<file path="src/rtl/thr_pkg.sv">
package thr_pkg;
   // Phase of the address window
   typedef enum logic {
      PH_OPEN   = 1'b0,
      PH_CLOSED = 1'b1
   } win_phase_e;

   localparam int unsigned DEF_LIM_W  = 6;
   localparam int unsigned DEF_TIME_W = 16;
   localparam int unsigned DEF_CAP_W  = 16;
endpackage

</file>
<file path="src/rtl/thr_pend_ctr.sv">
module thr_pend_ctr #(
   parameter int unsigned CNT_W = 8
) (
   input  logic             clk,
   input  logic             rst_n,
   input  logic             inc,
   input  logic             dec,
   output logic [CNT_W-1:0] count
);
   localparam logic [CNT_W-1:0] CNT_TOP = {CNT_W{1'b1}};

   generate
      if (CNT_W < 2) begin : g_bad_w
         $error("thr_pend_ctr: CNT_W must be at least 2");
      end
   endgenerate

   always_ff @(posedge clk) begin
      if (!rst_n) begin
         count <= '0;
      end else if (inc && !dec) begin
         if (count != CNT_TOP) count <= count + 1'b1;
      end else if (dec && !inc) begin
         if (count != '0) count <= count - 1'b1;
      end
   end


   no_underflow_chk: assert property (@(posedge clk) disable iff (!rst_n)
      (dec && !inc) |-> (count != '0));


   pair_hold_chk: assert property (@(posedge clk) disable iff (!rst_n)
      (inc && dec) |=> $stable(count));
endmodule

</file>
<file path="src/rtl/thr_window.sv">
module thr_window
   import thr_pkg::*;
#(
   parameter int unsigned TIME_W = DEF_TIME_W
) (
   input  logic              clk,
   input  logic              rst_n,
   input  logic [TIME_W-1:0] cfg_on_len,
   input  logic [TIME_W-1:0] cfg_off_len,
   output logic              win_open,
   output logic              period_start
);
   localparam int unsigned SUM_W = TIME_W + 1;

   generate
      if (TIME_W < 2) begin : g_bad_w
         $error("thr_window: TIME_W must be at least 2");
      end
   endgenerate

   win_phase_e        phase;
   logic [TIME_W-1:0] tick;
   logic [SUM_W-1:0]  tick_nx;
   logic              on_done, off_done;

   assign tick_nx  = {1'b0, tick} + 1'b1;
   assign on_done  = (cfg_on_len == '0) || (tick_nx >= {1'b0, cfg_on_len});
   assign off_done = tick_nx >= {1'b0, cfg_off_len};

   always_ff @(posedge clk) begin
      if (!rst_n) begin
         phase <= PH_OPEN;
         tick  <= '0;
      end else if (phase == PH_OPEN) begin
         if (on_done) begin
            tick  <= '0;
            phase <= (cfg_off_len == '0) ? PH_OPEN : PH_CLOSED;
         end else begin
            tick <= tick_nx[TIME_W-1:0];
         end
      end else begin
         if (off_done) begin
            tick  <= '0;
            phase <= PH_OPEN;
         end else begin
            tick <= tick_nx[TIME_W-1:0];
         end
      end
   end

   assign win_open     = (cfg_off_len == '0) ||
                         ((phase == PH_OPEN) && (cfg_on_len != '0));
   assign period_start = (phase == PH_OPEN) && (tick == '0);


   on_len_chk: assert property (@(posedge clk) disable iff (!rst_n)
      ((phase == PH_OPEN) && (cfg_on_len != '0)) |-> (tick < cfg_on_len));


   off_len_chk: assert property (@(posedge clk) disable iff (!rst_n)
      (phase == PH_CLOSED) |-> ((cfg_off_len != '0) && (tick < cfg_off_len)));
endmodule

</file>
<file path="src/rtl/thr_budget.sv">
module thr_budget
   import thr_pkg::*;
#(
   parameter int unsigned CAP_W = DEF_CAP_W
) (
   input  logic             clk,
   input  logic             rst_n,
   input  logic [CAP_W-1:0] cfg_beat_cap,
   input  logic             period_start,
   input  logic [1:0]       beats,
   output logic             below_cap
);
   localparam int unsigned BC_W = CAP_W + 1;
   localparam logic [BC_W-1:0] BC_TOP = {BC_W{1'b1}};

   generate
      if (CAP_W < 2) begin : g_bad_w
         $error("thr_budget: CAP_W must be at least 2");
      end
   endgenerate

   logic [BC_W-1:0] used;
   logic [BC_W-1:0] used_eff;
   logic [BC_W:0]   used_sum;

   assign used_eff = period_start ? '0 : used;
   assign used_sum = {1'b0, used_eff} + {{(BC_W-1){1'b0}}, beats};

   always_ff @(posedge clk) begin
      if (!rst_n) used <= '0;
      else        used <= used_sum[BC_W] ? BC_TOP : used_sum[BC_W-1:0];
   end

   assign below_cap = (cfg_beat_cap == '0) || (used_eff < {1'b0, cfg_beat_cap});


   fresh_period_chk: assert property (@(posedge clk) disable iff (!rst_n)
      period_start |-> below_cap);
endmodule

</file>
<file path="src/rtl/axi_addr_throttle.sv">
module axi_addr_throttle
   import thr_pkg::*;
#(
   parameter int unsigned LIM_W      = DEF_LIM_W,
   parameter int unsigned TIME_W     = DEF_TIME_W,
   parameter int unsigned CAP_W      = DEF_CAP_W,
   parameter bit          USE_BUDGET = 1'b1
) (
   input  logic              clk,
   input  logic              rst_n,
   input  logic [LIM_W-1:0]  cfg_rd_max,
   input  logic [LIM_W-1:0]  cfg_wr_max,
   input  logic [LIM_W-1:0]  cfg_all_max,
   input  logic [TIME_W-1:0] cfg_on_len,
   input  logic [TIME_W-1:0] cfg_off_len,
   input  logic [CAP_W-1:0]  cfg_beat_cap,
   input  logic              mgr_arvalid,
   output logic              mgr_arready,
   output logic              sub_arvalid,
   input  logic              sub_arready,
   input  logic              mgr_awvalid,
   output logic              mgr_awready,
   output logic              sub_awvalid,
   input  logic              sub_awready,
   input  logic              r_valid,
   input  logic              r_ready,
   input  logic              r_last,
   input  logic              w_valid,
   input  logic              w_ready,
   input  logic              b_valid,
   input  logic              b_ready
);
   localparam int unsigned CNT_W = LIM_W + 2;
   localparam int unsigned SUM_W = CNT_W + 1;

   generate
      if (LIM_W < 1) begin : g_bad_lim
         $error("axi_addr_throttle: LIM_W must be at least 1");
      end
   endgenerate

   logic [CNT_W-1:0] rd_pend, wr_pend;
   logic [SUM_W-1:0] all_pend, all_pend_ar;
   logic             win_open, period_start, below_cap;
   logic             rd_room, wr_room, all_room_ar, all_room_aw;
   logic             gate_common, ar_grant, aw_grant, ar_claim;
   logic             ar_fire, aw_fire, rd_done, wr_done;
   logic [1:0]       beats;

   assign ar_fire = mgr_arvalid && sub_arready && ar_grant;
   assign aw_fire = mgr_awvalid && sub_awready && aw_grant;
   assign rd_done = r_valid && r_ready && r_last;
   assign wr_done = b_valid && b_ready;
   assign beats   = {1'b0, r_valid && r_ready} + {1'b0, w_valid && w_ready};

   thr_pend_ctr #(.CNT_W(CNT_W)) u_rd_pend (
      .clk(clk), .rst_n(rst_n), .inc(ar_fire), .dec(rd_done), .count(rd_pend));

   thr_pend_ctr #(.CNT_W(CNT_W)) u_wr_pend (
      .clk(clk), .rst_n(rst_n), .inc(aw_fire), .dec(wr_done), .count(wr_pend));

   thr_window #(.TIME_W(TIME_W)) u_window (
      .clk(clk), .rst_n(rst_n), .cfg_on_len(cfg_on_len), .cfg_off_len(cfg_off_len),
      .win_open(win_open), .period_start(period_start));

   generate
      if (USE_BUDGET) begin : g_budget
         thr_budget #(.CAP_W(CAP_W)) u_budget (
            .clk(clk), .rst_n(rst_n), .cfg_beat_cap(cfg_beat_cap),
            .period_start(period_start), .beats(beats), .below_cap(below_cap));
      end else begin : g_no_budget
         assign below_cap = 1'b1;
      end
   endgenerate

   // Cap checks: zero disables each cap
   assign all_pend    = {1'b0, rd_pend} + {1'b0, wr_pend};
   assign rd_room     = (cfg_rd_max == '0) ||
                        (rd_pend < {{(CNT_W-LIM_W){1'b0}}, cfg_rd_max});
   assign wr_room     = (cfg_wr_max == '0) ||
                        (wr_pend < {{(CNT_W-LIM_W){1'b0}}, cfg_wr_max});
   assign all_room_ar = (cfg_all_max == '0) ||
                        (all_pend < {{(SUM_W-LIM_W){1'b0}}, cfg_all_max});

   assign gate_common = win_open && below_cap;
   assign ar_grant    = gate_common && rd_room && all_room_ar;
   assign ar_claim    = ar_grant && mgr_arvalid;

   // Reads take the last combined slot
   assign all_pend_ar = all_pend + {{(SUM_W-1){1'b0}}, ar_claim};
   assign all_room_aw = (cfg_all_max == '0) ||
                        (all_pend_ar < {{(SUM_W-LIM_W){1'b0}}, cfg_all_max});
   assign aw_grant    = gate_common && wr_room && all_room_aw;

   assign mgr_arready = sub_arready && ar_grant;
   assign sub_arvalid = mgr_arvalid && ar_grant;
   assign mgr_awready = sub_awready && aw_grant;
   assign sub_awvalid = mgr_awvalid && aw_grant;


   rd_cap_chk: assert property (@(posedge clk) disable iff (!rst_n)
      (cfg_rd_max != '0) |-> (rd_pend <= {{(CNT_W-LIM_W){1'b0}}, cfg_rd_max}));


   wr_cap_chk: assert property (@(posedge clk) disable iff (!rst_n)
      (cfg_wr_max != '0) |-> (wr_pend <= {{(CNT_W-LIM_W){1'b0}}, cfg_wr_max}));


   all_cap_chk: assert property (@(posedge clk) disable iff (!rst_n)
      (cfg_all_max != '0) |-> (all_pend <= {{(SUM_W-LIM_W){1'b0}}, cfg_all_max}));


   closed_addr_chk: assert property (@(posedge clk) disable iff (!rst_n)
      !win_open |-> !(sub_arvalid && sub_arready) && !(sub_awvalid && sub_awready));


   budget_block_chk: assert property (@(posedge clk) disable iff (!rst_n)
      !below_cap |-> !sub_arvalid && !sub_awvalid);


   ar_pass_chk: assert property (@(posedge clk) disable iff (!rst_n)
      (sub_arvalid |-> mgr_arvalid) and (mgr_arready |-> sub_arready));


   aw_pass_chk: assert property (@(posedge clk) disable iff (!rst_n)
      (sub_awvalid |-> mgr_awvalid) and (mgr_awready |-> sub_awready));
endmodule

</file>
<file path="config.mk">
export PLATFORM = sky130hd
export DESIGN_NAME = axi_addr_throttle
export DESIGN_NICKNAME = d
export VERILOG_FILES = /design/src/rtl/thr_pkg.sv /design/src/rtl/thr_pend_ctr.sv /design/src/rtl/thr_window.sv /design/src/rtl/thr_budget.sv /design/src/rtl/axi_addr_throttle.sv
export SDC_FILE = /design/constraint.sdc
export NUM_CORES = 1
export LEC_CHECK = 0
export BUFFER_PORTS_ARGS = -buffer_cell sky130_fd_sc_hd__buf_2
export CAP_MARGIN = 10
export CORE_ASPECT_RATIO = 1.1
export CORE_MARGIN = 5
export CORE_UTILIZATION = 45
export CTS_CLUSTER_SIZE = 12
export DETAILED_ROUTE_END_ITERATION = 7
export PLACE_DENSITY_LB_ADDON = 0.12
export SYNTH_ARGS = -nofsm -noshare
export SYNTH_HDL_FRONTEND = slang
export SYNTH_SLANG_ARGS = --single-unit
</file>
<file path="constraint.sdc">
create_clock -name clk -period 9.4 [get_ports clk]
set_input_delay 0.47 -clock clk [delete_from_list [all_inputs] [get_ports clk]]
set_output_delay 0.47 -clock clk [all_outputs]
set_load 0.01 [all_outputs]
</file>
Word level (Yosys, flattened, before mapping):

Index checks and enable logic that the tools add are counted.

* register bits after elaboration: 50
* input port bits: 79
* output and inout bits: 4

* reduce and logical (&&, ||, !) cells: 50
* add/subtract/negate cells: 9
* bitwise operators: 1
* magnitude comparators: 7
* equality and inequality tests: 4
* muxes and demuxes: 17

Operators with widths (number)
* $logic_not A16 Y1: 4
* $mux W8: 8
* $mux W16: 3
* $ge A17 B16 Y1: 2
* $mux W17: 2
* $logic_and A1 B1 Y1: 23
* $add A17 B2 Y18: 1
* $logic_not A6 Y1: 3
* $lt A9 B6 Y1: 2
* $add A16 B1 Y17 const B: 1
* $lt A17 B16 Y1: 1
* $add A8 B1 Y8 const B: 2
* $lt A8 B6 Y1: 2
* $ne A8 B8 Y1 const B: 2
* $reduce_bool A16 Y1: 1
* $reduce_bool A8 Y1: 2
* $sub A8 B1 Y8 const B: 2
* $add A8 B8 Y9: 1
* $add A9 B1 Y9: 1
* $reduce_bool A2 Y1: 4
* $logic_or A1 B1 Y1: 7
* $reduce_and A3 Y1: 2
* $logic_not A1 Y1: 4
* $mux W1: 4
* other kinds (3): 4

Logic depth before layout (Yosys ltp):

* depth in word-level cells: 18
* mapped depth: 36
* mapped depth without buffers: 35

By module:

From an unflattened synthesis, not the netlist that was laid out.

* cells, all modules: 705
* area, all modules: 5774.3 sq um

By module, submodules not included
* thr_window: area an instance 1811.7 sq um, seq. area each 340.3 sq um, instances 1, cells each 211
* thr_budget: area an instance 1408.9 sq um, seq. area each 340.3 sq um, instances 1, cells each 172
* thr_pend_ctr: area an instance 669.4 sq um, seq. area each 160.2 sq um, instances 2, cells each 78
* axi_addr_throttle: area an instance 1214.9 sq um, seq. area each 0.0 sq um, instances 1, cells each 166

Worst setup path after synthesis:

Ideal clock, no wire load.

* kind: register to register
* start: register u_window.tick[0]
* end: register u_wr_pend.count[7]
* setup time: 0.072 ns
* path buffers: 2
* arrival time: 6.850 ns
* stages on the path, launching flop included: 37
* period minus slack after synthesis: 6.922 ns
* path slack: 2.478 ns
* cell sequence: dfxtp_1 inv_1 ha_1 nor4b_2 nand4_2 clkbuf_1 clkbuf_1 and2_1 ha_1 nor3b_1 o31ai_1 o2111ai_1 or4_4 a31oi_4 a221oi_2 and2_1 ha_1 ha_1 and2_1 nor2_1 ha_1 o21a_1 o211ai_1 o21ai_0 o21a_1 o31a_1 nor3_1 nand3_1 ha_1 a21o_1 a21oi_1 o21bai_1 a21oi_1 o21ai_0 nor2b_1 a21oi_1 mux2i_1

* cells in the longest elaborated chain, start to end: 18
* elaborated cells on any way between the ends: 23
* those cells by class: add/sub (1); order compare (2); eq/ne (1); mux (2); reduce/logical (17)

Ends and longest elaborated chain
* start: declaration: line thr_window.sv:22 `logic [TIME_W-1:0] tick;`
* start signal: assignment: line thr_window.sv:39 `tick <= tick_nx[TIME_W-1:0];`
* start signal: assignment: line thr_window.sv:46 `tick <= tick_nx[TIME_W-1:0];`
* $logic_not A16 Y1 (*): line thr_window.sv:53 `assign period_start = (phase == PH_OPEN) && (tick == '0);`
* $logic_and A1 B1 Y1 (*): line thr_window.sv:53
* $mux W17 (*): line thr_budget.sv:26 `assign used_eff = period_start ? '0 : used;`
* $lt A17 B16 Y1 (*): line thr_budget.sv:34 `assign below_cap = (cfg_beat_cap == '0) || (used_eff < {1'b0, cfg_beat_cap});`
* $logic_or A1 B1 Y1 (*): line thr_budget.sv:34
* $logic_and A1 B1 Y1 (*): line axi_addr_throttle.sv:85 `assign gate_common = win_open && below_cap;`
* $logic_and A1 B1 Y1 (*) (2 in a row): line axi_addr_throttle.sv:86 `assign ar_grant = gate_common && rd_room && all_room_ar;`
* $logic_and A1 B1 Y1 (*)
* via sub_arvalid: line axi_addr_throttle.sv:19 `output logic sub_arvalid,`
* (+1 left out)
* $lt A9 B6 Y1 (*): line axi_addr_throttle.sv:92 `(all_pend_ar < {{(SUM_W-LIM_W){1'b0}}, cfg_all_max});`
* $logic_or A1 B1 Y1 (*): line axi_addr_throttle.sv:91 `assign all_room_aw = (cfg_all_max == '0) ||`
* $logic_and A1 B1 Y1 (*): line axi_addr_throttle.sv:93 `assign aw_grant = gate_common && wr_room && all_room_aw;`
* $logic_and A1 B1 Y1 (*): line axi_addr_throttle.sv:51 `assign aw_fire = mgr_awvalid && sub_awready && aw_grant;`
* $logic_not A1 Y1: line thr_pend_ctr.sv:23 `end else if (dec && !inc) begin`
* $logic_and A1 B1 Y1: line thr_pend_ctr.sv:23
* $reduce_bool A2 Y1 (no source line)
* $reduce_and A3 Y1 (no source line)
* end signal: assignment: line thr_pend_ctr.sv:22 `if (count != CNT_TOP) count <= count + 1'b1;`
* end signal: assignment: line thr_pend_ctr.sv:24 `if (count != '0) count <= count - 1'b1;`
* end: declaration: line thr_pend_ctr.sv:8 `output logic [CNT_W-1:0] count`

The timed path passes the listed nets; every way through them passes the cells marked *.
A chain may end at the register's enable or synchronous reset.

Final worst setup path:

* start: register u_window.tick[0]
* end: register u_wr_pend.count[7]

* cells in the longest elaborated chain, start to end: 18
* elaborated cells on any way between the ends: 23
* those cells by class: add/sub (1); order compare (2); eq/ne (1); mux (2); reduce/logical (17)

Ends and longest elaborated chain
* $logic_not A16 Y1 (*): line thr_window.sv:53
* $logic_and A1 B1 Y1 (*): line thr_window.sv:53
* $mux W17 (*): line thr_budget.sv:26
* $lt A17 B16 Y1 (*): line thr_budget.sv:34
* $logic_or A1 B1 Y1 (*): line thr_budget.sv:34
* $logic_and A1 B1 Y1 (*): line axi_addr_throttle.sv:85
* $logic_and A1 B1 Y1 (2 in a row): line axi_addr_throttle.sv:86
* $logic_and A1 B1 Y1: line axi_addr_throttle.sv:87 `assign ar_claim = ar_grant && mgr_arvalid;`
* $add A9 B1 Y9: line axi_addr_throttle.sv:90 `assign all_pend_ar = all_pend + {{(SUM_W-1){1'b0}}, ar_claim};`
* $lt A9 B6 Y1: line axi_addr_throttle.sv:92
* $logic_or A1 B1 Y1: line axi_addr_throttle.sv:91
* $logic_and A1 B1 Y1 (*): line axi_addr_throttle.sv:93
* $logic_and A1 B1 Y1 (*): line axi_addr_throttle.sv:51
* $logic_not A1 Y1: line thr_pend_ctr.sv:23
* $logic_and A1 B1 Y1: line thr_pend_ctr.sv:23
* $reduce_bool A2 Y1 (no source line)
* $reduce_and A3 Y1 (no source line)

Mark *: on every way between the ends. The rest lies on a longest branch, timed or not.

==> results.txt <==
----------------------------------------------------
[Routing]
  DRC errors left ... 0
  Routed via count divided by cell count ... 5.47
  1st-pass router iterations ... 4
  Average routed wire per standard cell ... 14.4 um
  Vias ... 5,038
  Total detailed-routing wirelength ... 13.2 mm
  Remaining antenna violation count ... 0
  Number of DRC violations after detailed-routing iteration 0 ... 220

[Setup path]
  CP Data Arrival Time ... 7990 ps
  Worst R2R End ... u_wr_pend.count[7]
  Worst path max stage delay ... 550 ps
  Worst R2R Setup Slack ... 1630 ps
  Length in cells of the worst reg-to-reg path ... 33
  Worst-path maximum fanout ... 28
  Critical path capture point type ... flop
  CP Buf/Inv Count ... 1
  Required time of the critical path ... 9620 ps
  CP most frequent cell ... sky130_fd_sc_hd__ha_1
  CP delay by family, top ... compound AO/OA/AOI/OAI gates
  Type of the setup path with the least slack ... reg -> reg
  Crit-path slowest cell ... sky130_fd_sc_hd__nand4_2
  Setup crit start kind ... flop
  Worst r2r src ... u_window.tick[0]

[STA]
  Number of endpoints with negative hold slack in the final report ... 0
  Number of pins exceeding their max-slew limit in the final report ... 0
  Number of failing setup endpoints in the final timing report ... 0
  Tightest slew margin relative to the limit ... 41.6%
  Fmax ... 0.129 GHz
  Minimum clock period ... 7770 ps
  Slew at the pin closest to its max-slew limit ... 875 ps
  Final Cycle Share ... 82.6%
  Unrepaired setup endpoints after global routing ... false
  Final setup skew ... 7.58 ps
  Final total negative setup slack ... 0 ps

[Floorplanning]
  Area of the die ... 0.0145 mm^2
  Die span in y ... 126 um
  Die outline width ... 115 um
  Number of ports placed on the die boundary ... 83
  Number of placement rows ... 42
  Effective utilization at floorplan ... 45.7%
  Core region area ... 0.0120 mm^2

[Yosys]
  Mapped Avg Cell Area ... 7.94 um^2
  Fraction of post-synthesis cell area in the top cell type by area ... 20.6%
  Number of flip-flops and latches in the synthesized netlist ... 50
  Cell accounting for the most synthesized area ... sky130_fd_sc_hd__ha_1
  Cell Area, Synth ... 0.00547 mm^2
  Primary FF master, synth ... sky130_fd_sc_hd__dfxtp_1
  Share of synthesized area occupied by flip-flops and latches ... 18.3%
  Async set-or-reset flop fraction in the synthesized netlist ... 0%
  Area contributors post-synth ... sky130_fd_sc_hd__ha_1 (21%), sky130_fd_sc_hd__dfxtp_1 (18%), sky130_fd_sc_hd__inv_1 (6.0%), sky130_fd_sc_hd__xnor2_1 (3.8%), sky130_fd_sc_hd__nand2_1 (3.5%)
  Leading post-synthesis cells by instance count ... sky130_fd_sc_hd__ha_1 (90), sky130_fd_sc_hd__inv_1 (88), sky130_fd_sc_hd__nand2_1 (51)
  Net count after synthesis ... 862
  Synth unique cells ... 64
  Top-count cell post-synth ... sky130_fd_sc_hd__ha_1
  Synth warn ... 0
  Synthesized instance count ... 689
  Count of flip-flops with a built-in enable after synthesis ... 0

[Finish]
  Fraction of layout cells with a size suffix above 1 ... 15.1%
  Utilization after layout ... 51.5%
  Area Growth Syn to Fin ... 12.7%
  Number of filler instances in the final layout ... 1,164
  Net count, final ... 940
  Count of inserted antenna diode cells ... 0

[Clock network]
  Clock Tree Buf Depth ... 2
  Post-CTS setup-driven buffer insertion count ... 0
  CTS tree ... yes
  Number of buffers created by CTS ... 5
  Resized cells post-CTS ... 0
  Clk Tree Root Cell ... sky130_fd_sc_hd__clkbuf_16
  # H-tree levels ... 2
  Later-pin clock latency in the skew report ... 290 ps
  Clock transition at the register clock pins on the worst setup and hold paths after CTS ... 70 ps
  Count of clock tree sinks ... 50
  CTS Hold Bufs ... 0

[Min path]
  Worst Hold Endpoint ... g_budget.u_budget.used[15]
  HP Class ... reg -> reg
  Hold path start ... g_budget.u_budget.used[15]
  Hold path cells ... 2

[Power and ir drop]
  Leakage ... 0.00315 uW
  Overall power after layout ... 1410 uW
  Power density normalized to cell area ... 228 mW/mm^2
  Max IR drop VDD ... 138 uV

[GRT]
  Number of global-route vias before repair ... 4,880
  Total global routing overflow ... 0
  Wire length of the first global-routing pass ... 21.7 mm
  Pin count of the biggest net entering global routing ... 50
  GRT Overall Usage ... 17.9%
  Initial antenna violation count ... 0

[Run]
  Maxcap violations ... 0

[Placement]
  HPWL Detailed ... 11.1 mm
  Count of buffers inserted at the top-level ports ... 82
  Final GP Congestion ... 0.861

[Run status]
  Outcome ... completed

----------------------------------------------------
-- power breakdown --
group	internal, uW	leakage [uW]	total [uW]	switching [uW]
Combinational	424	0.00268	926	502
Sequential	243	0.000406	305	62.1
Clock	97.2	0.0000619	175	77.9
Total	764	0.00315	1410	642
-- cells by family (layout without fill, tap and decap cells) --
| group | after synthesis | count (layout) | share of synthesized area, % |
|---|---|---|---|
| simple gates | 250 | 250 | 25.3 |
| compound gates | 145 | 145 | 19.2 |
| buf+inv | 100 | 178 | 7.04 |
| fa+ha+maj | 94 | 94 | 22.0 |
| flops | 50 | 50 | 18.3 |
| xor+xnor | 44 | 44 | 7.04 |
| mux | 6 | 6 | 1.12 |
-- final cells by class --
class                   instances  area [um^2]  area share (%)
inverters                      88          330            5.35
well taps                     154          193            3.12
clock inverters                 2         15.0           0.243
clock buffers                   5          125            2.03
repair buffers                 83          418            6.77
flip-flops and latches         50         1000            16.2
multi-input cells             539         4090            66.2
-- worst max path at each step --
stage / slack (ps) / cells past startpoint / start / endpoint
after floorplan: 2480 / 36 / u_window.tick[0] / u_wr_pend.count[7]
after global placement: 1910 / 33 / u_window.tick[0] / u_wr_pend.count[7]
after detailed placement: 1610 / 33 / u_window.tick[0] / u_wr_pend.count[7]
after CTS: 1580 / 33 / u_window.tick[0] / u_wr_pend.count[7]
after global routing: 870 / 33 / u_window.tick[0] / u_wr_pend.count[7]
final: 1630 / 33 / u_window.tick[0] / u_wr_pend.count[7]
-- tightest hold or removal path: cells and delay by family, from the launching register on --
family	cells	cell delay, ps
DFF	1	330
and+or+nand+nor	2	160
-- flip-flops by register name, summed over array words and instances, names as in the netlist --
name and flops:
u_window.tick 16, u_wr_pend.count 8, u_window.phase 1, g_budget.u_budget.used 17
u_rd_pend.count 8
-- metrics by stage --
stage	setup WS [ps]	hold slack [ps]	std cells	area (um^2)
floorplan	2480	481	689	5470
global placement	1910	508	914	6030
detailed placement	1610	523	914	6030
CTS	1580	541	921	6170
global route	866	580	921	6170
finish	1630	537	921	6170
-- cells in the final DEF (no fill, tap or decap), drive strengths merged, types with 23 or more instances in the layout --
| cell | count |
|---|---|
| ha | 90 |
| inv | 88 |
| buf | 83 |
| nand2 | 51 |
| dfxtp | 50 |
| nor2 | 45 |
| nand3 | 35 |
| a21oi | 28 |
| o21ai | 26 |
| xnor2 | 24 |
| a21o | 23 |
| and2 | 23 |
| nand4 | 23 |
-- metal layers --
metal | GRT usage, % | routed length [um] | vias up
met5 | 0 | 0 | -
met2 | 33.5 | 6870 | 82
met3 | 2.16 | 382 | 16
met1 | 21.7 | 5820 | 2343
met4 | 3.66 | 174 | 0
li1 | - | - | 2597
No activity file was read; power rests on OpenSTA's default activity.
